$ cat config.mk
export PLATFORM = sky130hd
export DESIGN_NAME = page_mapper
export DESIGN_NICKNAME = d
export VERILOG_FILES = /design/src/rtl/mmap_pkg.sv /design/src/rtl/map_access_ctrl.sv /design/src/rtl/map_regfile.sv /design/src/rtl/map_out_mux.sv /design/src/rtl/page_mapper.sv
export SDC_FILE = /design/constraint.sdc
export NUM_CORES = 1
export LEC_CHECK = 0
export BUFFER_PORTS_ARGS = -buffer_cell sky130_fd_sc_hd__buf_2
export CAP_MARGIN = 0
export CORE_MARGIN = 1
export CORE_UTILIZATION = 47
export CTS_BUF_LIST = sky130_fd_sc_hd__clkbuf_8
export DETAILED_ROUTE_END_ITERATION = 16
export PLACE_DENSITY = 0.74
export SYNTH_ARGS = -nofsm -noshare
export SYNTH_HDL_FRONTEND = slang
export SYNTH_SLANG_ARGS = --single-unit
$ cat constraint.sdc
create_clock -name clk -period 2 [get_ports clk]
set_clock_uncertainty 0.05 [all_clocks]
set_input_delay 0.2 -clock clk [delete_from_list [all_inputs] [get_ports clk]]
set_output_delay 0.2 -clock clk [all_outputs]
set_load 0.02 [all_outputs]
$ cat src/rtl/mmap_pkg.sv
// Shared types for the page mapper.
// Assumes: the access decode is a pair of one-bit qualifiers.
package mmap_pkg;
    typedef struct packed {
        logic rd;   // read qualified
        logic wr;   // write qualified
    } acc_t;
endpackage

$ cat src/rtl/map_access_ctrl.sv
// Decodes the chip-select, read/write and strobe inputs into read and write qualifiers.
// Assumes: all inputs are active low except rd_wr_n, where 1 means read.
module map_access_ctrl
    import mmap_pkg::*;
(
    input  logic cs_n,
    input  logic rd_wr_n,
    input  logic wstrb_n,
    output acc_t acc
);
    // Purpose: form the read and write qualifiers.
    always_comb begin
        acc.rd = !cs_n && rd_wr_n;
        acc.wr = !cs_n && !rd_wr_n && !wstrb_n;
    end
endmodule

$ cat src/rtl/map_regfile.sv
// Page register file with one write port and two read ports (translation and access).
// Assumes: synchronous active-low reset; writes land on the rising edge.
module map_regfile #(
    parameter int IDX_W  = 4,
    parameter int DATA_W = 12,
    localparam int DEPTH = 1 << IDX_W
) (
    input  logic              clk,
    input  logic              rst_n,
    input  logic              we,
    input  logic [IDX_W-1:0]  waddr,
    input  logic [DATA_W-1:0] wdata,
    input  logic [IDX_W-1:0]  map_idx,
    output logic [DATA_W-1:0] map_q,
    input  logic [IDX_W-1:0]  acc_idx,
    output logic [DATA_W-1:0] acc_q
);
    logic [DEPTH-1:0][DATA_W-1:0] mem;

    for (genvar g = 0; g < DEPTH; g++) begin : g_entry
        // Purpose: hold one page register, loaded when it is addressed by a write.
        always_ff @(posedge clk) begin
            if (!rst_n)
                mem[g] <= '0;
            else if (we && (waddr == IDX_W'(g)))
                mem[g] <= wdata;
        end
    end

    // Purpose: drive the two read ports.
    always_comb begin
        map_q = mem[map_idx];
        acc_q = mem[acc_idx];
    end

    // reset clears the whole file
    a_r1_reset_clear: assert property (@(posedge clk) !rst_n |=> (mem == '0));
    // no write qualifier, no change
    a_r6_hold_without_write: assert property (@(posedge clk) disable iff (!rst_n)
        !we |=> $stable(mem));
    // a qualified write stores the data at its index
    a_r6_write_lands: assert property (@(posedge clk) disable iff (!rst_n)
        we |=> (mem[$past(waddr)] == $past(wdata)));
endmodule

$ cat src/rtl/map_out_mux.sv
// Selects between the translated page and the raw upper address bits.
// Assumes: PAGE_W is at least IDX_W; in pass mode the low lines are forced to zero.
module map_out_mux #(
    parameter int IDX_W  = 4,
    parameter int PAGE_W = 12,
    localparam int LOW_W = PAGE_W - IDX_W
) (
    input  logic              pass_sel,
    input  logic [IDX_W-1:0]  addr_hi,
    input  logic [PAGE_W-1:0] mapped,
    output logic [PAGE_W-1:0] page_out
);
    // Purpose: choose the page output source.
    always_comb begin
        if (pass_sel)
            page_out = {addr_hi, {LOW_W{1'b0}}};
        else
            page_out = mapped;
    end
endmodule

$ cat src/rtl/page_mapper.sv
// Top of the paged address mapper: register file, access decode and output selection.
// Assumes: a single clock; the access port and translation share the register file.
module page_mapper #(
    parameter int IDX_W  = 4,
    parameter int PAGE_W = 12
) (
    input  logic              clk,
    input  logic              rst_n,
    input  logic [IDX_W-1:0]  addr_hi,
    input  logic              pass_sel,
    input  logic [IDX_W-1:0]  reg_sel,
    input  logic              cs_n,
    input  logic              rd_wr_n,
    input  logic              wstrb_n,
    input  logic [PAGE_W-1:0] wr_data,
    output logic [PAGE_W-1:0] rd_data,
    output logic              rd_valid,
    output logic [PAGE_W-1:0] page_out
);
    import mmap_pkg::*;
    localparam int LOW_W = PAGE_W - IDX_W;

    acc_t              acc;
    logic [PAGE_W-1:0] map_q;
    logic [PAGE_W-1:0] acc_q;

    map_access_ctrl u_acc (
        .cs_n    (cs_n),
        .rd_wr_n (rd_wr_n),
        .wstrb_n (wstrb_n),
        .acc     (acc)
    );

    map_regfile #(.IDX_W(IDX_W), .DATA_W(PAGE_W)) u_rf (
        .clk     (clk),
        .rst_n   (rst_n),
        .we      (acc.wr),
        .waddr   (reg_sel),
        .wdata   (wr_data),
        .map_idx (addr_hi),
        .map_q   (map_q),
        .acc_idx (reg_sel),
        .acc_q   (acc_q)
    );

    map_out_mux #(.IDX_W(IDX_W), .PAGE_W(PAGE_W)) u_mux (
        .pass_sel (pass_sel),
        .addr_hi  (addr_hi),
        .mapped   (map_q),
        .page_out (page_out)
    );

    // Purpose: gate the read-back data with the read qualifier.
    always_comb begin
        rd_valid = acc.rd;
        rd_data  = acc.rd ? acc_q : '0;
    end

    // translation and access read agree on the same index
    a_r2_map_matches_read: assert property (@(posedge clk) disable iff (!rst_n)
        (!pass_sel && acc.rd && (reg_sel == addr_hi)) |-> (page_out == rd_data));
    // pass mode keeps the low page lines at zero
    a_r3_pass_low_zero: assert property (@(posedge clk) disable iff (!rst_n)
        pass_sel |-> (page_out[LOW_W-1:0] == '0));
    // no read, no data
    a_r5_idle_zero: assert property (@(posedge clk) disable iff (!rst_n)
        !rd_valid |-> (rd_data == '0));
    // a write to the translated index shows on the page output next cycle
    a_r7_write_visible: assert property (@(posedge clk) disable iff (!rst_n)
        (acc.wr && (reg_sel == addr_hi) && !pass_sel) ##1
        ((addr_hi == $past(addr_hi)) && !pass_sel) |-> (page_out == $past(wr_data)));
endmodule

### After elaboration in Yosys (flattened, before gate mapping)

Index checks and enable logic that the tools add are counted.

* logic and storage cells: 62
* flip-flop bits (word level): 192
* output and inout port bits: 25
* input bits: 26

* eq/ne operators: 15
* reduce and logical (&&, ||, !) cells: 23
* multiplexer cells: 6
* order comparisons: 2

Operators by type and width (number)
* 12-bit binary-select mux with 4-bit select: 2
* 12-bit 2-to-1 mux: 4
* 4-bit == test, second input constant: 8
* 1-bit logical AND: 19
* 4-bit by 3-bit == test with 1-bit output, second input constant: 4
* 4-bit by 5-bit less-than comparator with 1-bit output, second input constant: 2
* 4-bit by 2-bit == test with 1-bit output, second input constant: 2
* 4-bit by 1-bit == test with 1-bit output, second input constant: 1
* 4-bit logical NOT: 1
* 1-bit logical NOT: 3

### Depth between registers and ports, before layout

* word-level depth: 4
* depth in mapped cells: 7
* depth with buffers taken out: 4

### Hierarchy

Synthesis repeated with hierarchy kept, for this count alone.

* cell total of the unflattened synthesis: 1141
* area total of the unflattened synthesis: 11108.2 um^2

By module, submodules not included
* map_regfile: instances 1, sequential area each 3843.7 um^2, area an instance 10861.7 um^2, cells an instance 1113
* map_out_mux: instances 1, sequential area each 0.0 um^2, area an instance 133.9 um^2, cells an instance 13
* page_mapper: instances 1, sequential area each 0.0 um^2, area an instance 96.3 um^2, cells an instance 13
* map_access_ctrl: instances 1, sequential area each 0.0 um^2, area an instance 16.3 um^2, cells an instance 2

### Worst setup path before layout

No wires, ideal clock.

* kind: input port to output port
* start: input reg_sel[0]
* end: output rd_data[10]
* arrival time: 1682 ps
* setup slack: 68 ps
* buffers on the path: 3
* required time: 1750 ps
* cell stages on the path: 6
* path through: buf_2 buf_2 buf_2 mux4_2 mux2i_1 o22ai_1

* longest elaborated chain between the ends: 3

Ends and longest elaborated chain
* start: declaration: line page_mapper.sv:11 `input logic [IDX_W-1:0] reg_sel,`
* 12-bit binary-select mux with 4-bit select: line map_regfile.sv:33 `acc_q = mem[acc_idx];`
* 12-bit 2-to-1 mux (not written as such): line map_regfile.sv:33
* 12-bit 2-to-1 mux: line page_mapper.sv:56 `rd_data = acc.rd ? acc_q : '0;`
* end: declaration: line page_mapper.sv:16 `output logic [PAGE_W-1:0] rd_data,`

Every way passes these cells. The select of a mux whose other input is x is not followed.

### Worst setup path after layout

* start: register u_rf.mem[140] in the netlist's numbering
* end: output page_out[8]

* longest elaborated chain between the ends: 3

Ends and longest elaborated chain
* start: declaration: line map_regfile.sv:18 `logic [DEPTH-1:0][DATA_W-1:0] mem;`
* start signal: indexed assignment: line map_regfile.sv:26 `mem[g] <= wdata;`
* 12-bit binary-select mux with 4-bit select: line map_regfile.sv:32 `map_q = mem[map_idx];`
* 12-bit 2-to-1 mux (not written as such): line map_regfile.sv:32
* 12-bit 2-to-1 mux: line map_out_mux.sv:15 `if (pass_sel)`
* end: declaration: line page_mapper.sv:18 `output logic [PAGE_W-1:0] page_out`

Every way passes these cells. The select of a mux whose other input is x is not followed.

==> PnR_summary.wiki <==
{| class="wikitable"
! Metric !! Value
|-
| Via-per-instance ratio || 6.00
|-
| Category of the most critical setup path || reg2out
|-
| Number of top-level pins || 51
|-
| Number of buffers added by the clock tree synthesis step || 17
|-
| Kind of launch point of the worst setup path || flip-flop
|-
| Pins Over Slew Limit || 0
|-
| Buffer type at the clock tree root || clkbuf_8
|-
| Total negative setup slack || -0.724 ns
|-
| DRC viols || 0
|-
| Run status || complete, but fails checks
|-
| Post-layout minimum cycle time || 2.18 ns
|-
| Synth Instances || 885
|-
| Number of port buffers || 50
|-
| Syn_nets || 911
|-
| Worst slew margin || 0.604
|-
| Number of hold buffers added after CTS || 0
|-
| # rows || 54
|-
| DIE AREA || 23100 sq um
|-
| Standard cell area after detailed placement || 11400 sq um
|-
| Global placement routability congestion || 0.854
|-
| RSZ-0062 raised after global routing || true
|-
| Slew @ Worst Pin || 0.589 ns
|-
| Fraction of final layout cells with drive strength greater than 1 || 0.339
|-
| Count of clock tree sinks || 192
|-
| Later-pin clock latency in the skew report || 0.48 ns
|-
| Worst-path cell chain || mux4_2, nor2_1, a311oi_1, a221o_1, buf_6
|-
| Avg Inst Size Synth || 11.9 sq um
|-
| Highest net fanout along the worst path || 2
|-
| Longest individual stage delay on the worst path || 0.48 ns
|-
| Worst ir drop on vdd || 0.000294 V
|-
| Post-route clock period utilization || 1.09
|-
| Via count of the routed design || 7419
|-
| Largest net degree at the start of global routing || 93
|-
| Worst-path cell with the longest stage delay || mux4_2
|-
| Switching Fraction || 0.258
|-
| Area Growth Syn to Fin || 14.1%
|-
| CTS tree || built
|-
| Cell area after layout || 12000 sq um
|-
| Post-Synthesis Cell Area || 10600 sq um
|-
| Clock input transition at the sequential cells of the worst setup and hold paths || 0.11 ns
|-
| Placed cell count || 1196
|-
| Via count of the first global-routing pass || 7381
|-
| Achievable clock frequency || 0.459 GHz
|-
| Wire length of the first global-routing pass || 43.7 mm
|-
| Die height || 152 um
|-
| Data required, critical path || 1.75 ns
|-
| Proportion of synthesized chip area in sequential cells || 0.364
|-
| CTS H-tree lvls || 4
|-
| Wire length reported by the detailed router || 28.4 mm
|-
| Final standard cell utilization of the core || 0.550
|-
| NumNets Final || 970
|-
| Clock group share of total power || 0.350
|-
| Final hold slack || 0.0191 ns
|-
| Data arrival time of the worst path || 1.93 ns
|-
| Hold Path Class || in2reg
|-
| Post-synthesis cell type count || 35
|-
| Antenna violation net count after detailed routing || 0
|-
| Internal || 5.22 mW
|-
| Placed wire-length estimate || 18.6 mm
|-
| Initial Util || 0.482
|-
| Leftover overflow at the end of global routing || 0
|-
| Number of flip-flops and latches in the synthesized netlist || 192
|-
| Iteration-0 DRC Markers || 622
|-
| YS warnings || 0
|-
| Final-report hold violation count || 0
|-
| Setup crit end kind || primary output
|-
| Switching component of the power || 1.81 mW
|-
| Number of max-cap violations || 0
|-
| Largest register by flop count || u_rf.mem
|-
| Minimum setup slack in the final design || -0.177 ns
|-
| Flip-flop count of the largest register after layout || 192
|-
| Wire length per cell after detailed routing || 23.0 um
|-
| Global router's overall resource usage || 0.249
|-
| Setup violation total in the final timing report || 13
|-
| Floorplan Core Area || 21900 sq um
|-
| Number of detailed-route iterations in the first pass || 5
|-
| Non-filler instance count after layout || 1237
|-
| Die span in x || 152 um
|-
| Largest registers || u_rf.mem: 192 flops
|-
| Maximum root-to-sink buffer count || 2
|-
| Total power divided by cell area || 584 nW/um^2
|-
| Antenna violations before repair || 1
|-
| Register share of total power || 0.547
|-
| Leakage dissipation || 4.71 nW
|-
| Violated checks || negative setup slack
|-
| Portion of total power attributed to combinational logic || 0.103
|}
## critical path: cells and delay by family (launching register included)
kind                   cells  cell delay [ns]
muxes                      1             0.48
AOI/OAI and AO/OA          2             0.37
DFF                        1             0.33
buffers and inverters      1             0.15
and+or+nand+nor            1             0.11
## logic make-up after synthesis
| kind of cell | synth area share |
|---|---|
| buffers and inverters | 0.0411 |
| DFF | 0.364 |
| muxes | 0.425 |
| and+or+nand+nor | 0.146 |
| AOI/OAI and AO/OA | 0.0234 |
## cell type report
cell class	instances	area, sq um
Antenna cell	1	2.50
Tap cell	280	350
Multi-Input combinational cell	605	6340
Sequential cell	192	3900
Fill cell	1895	9850
Clock inverter	11	91.3
Clock buffer	20	275
Inverter	1	3.75
Timing Repair Buffer	127	1080
## final timing paths
path | depth (start not counted) | slack, ns | start | endpoint
worst max register to register | 4 | 1.10 | u_rf.mem[129] | u_rf.mem[129]
worst min-delay path | 2 | 0.02 | rst_n | u_rf.mem[170]
worst min register to register | 2 | 0.48 | u_rf.mem[86] | u_rf.mem[86]
worst max-delay path | 5 | -0.18 | u_rf.mem[140] | page_out[8]
## stage by stage
stage,setup WS (ns),power (mW)
after floorplan,0.0679,4.39
after global placement,-0.0541,4.64
after detailed placement,-0.0355,4.64
after CTS,-0.202,7.03
after global routing,-0.238,7.25
final,-0.177,7.03
## layer usage
metal,vias to the layer above,track usage,part of all wire
met4,0,0.0852,0.023
met5,-,0,0
met1,3776,0.341,0.44
met3,45,0.0436,0.058
met2,251,0.397,0.48
li1,3347,-,-
## cell usage after synthesis
master	count	area share
buf_2	28	0.013
nand2_1	3	0.0011
nor2b_1	199	0.12
nor4_1	1	0.00059
nor4b_2	1	0.0014
a311oi_1	1	0.00083
nand2b_1	4	0.0024
nor4_4	2	0.0040
inv_1	1	0.00036
buf_4	2	0.0014
nand4_1	2	0.0012
mux2_2	3	0.0032
a2bb2oi_1	3	0.0025
o21ai_0	1	0.00047
o22ai_1	21	0.012
or4b_4	1	0.0013
nor2_1	4	0.0014
nor3_1	1	0.00047
buf_1	8	0.0028
mux2i_1	240	0.23
clkbuf_1	40	0.014
a221o_1	1	0.00095
dfxtp_1	192	0.36
and2_1	1	0.00059
a211oi_1	2	0.0014
mux4_2	91	0.19
nand3_1	6	0.0028
a21oi_1	6	0.0028
or4_4	1	0.0011
buf_6	8	0.0085
nor3_4	6	0.0092
a31oi_1	2	0.0012
clkbuf_2	1	0.00047
o21bai_1	1	0.00071
or2_2	1	0.00059
## power groups by stage
stage | Clock (mW) | Sequential (mW) | Combinational [mW]
after floorplan | 0 | 3.93 | 0.455
after global placement | 0 | 3.94 | 0.699
after detailed placement | 0 | 3.94 | 0.702
after CTS | 2.47 | 3.85 | 0.713
after global routing | 2.64 | 3.85 | 0.758
final | 2.46 | 3.85 | 0.722
## layout by cell type, fill, tap and decap left out, types with 2 or more instances in the layout
cell and count:
mux2i_1 234, nor2b_1 199, dfxtp_1 145, mux4_2 91
buf_4 76, dfxtp_2 47, buf_2 30, clkbuf_8 20
o22ai_1 18, buf_12 14, mux2i_2 6, nor3_4 6
nand3_1 6, buf_6 6, clkinv_2 5, nor2_1 4
a21oi_1 4, nand2b_1 4, nand2_1 3, mux2_2 3
o22ai_2 3, a211oi_2 2, inv_1 2, a2bb2oi_1 2
a31oi_1 2, a21oi_2 2, nand4_1 2, nor4_4 2
clkinvlp_4 2, clkinv_4 2
## what timing repair did
action | 4_1_cts | 5_1_grt
resized for setup | 42 | 43
pin swaps | 11 | 10
endpoints found under the setup margin | 18 | 24
cloned | 0 | 0
setup buffers | 8 | 1
(Power assumes the default switching activity.)
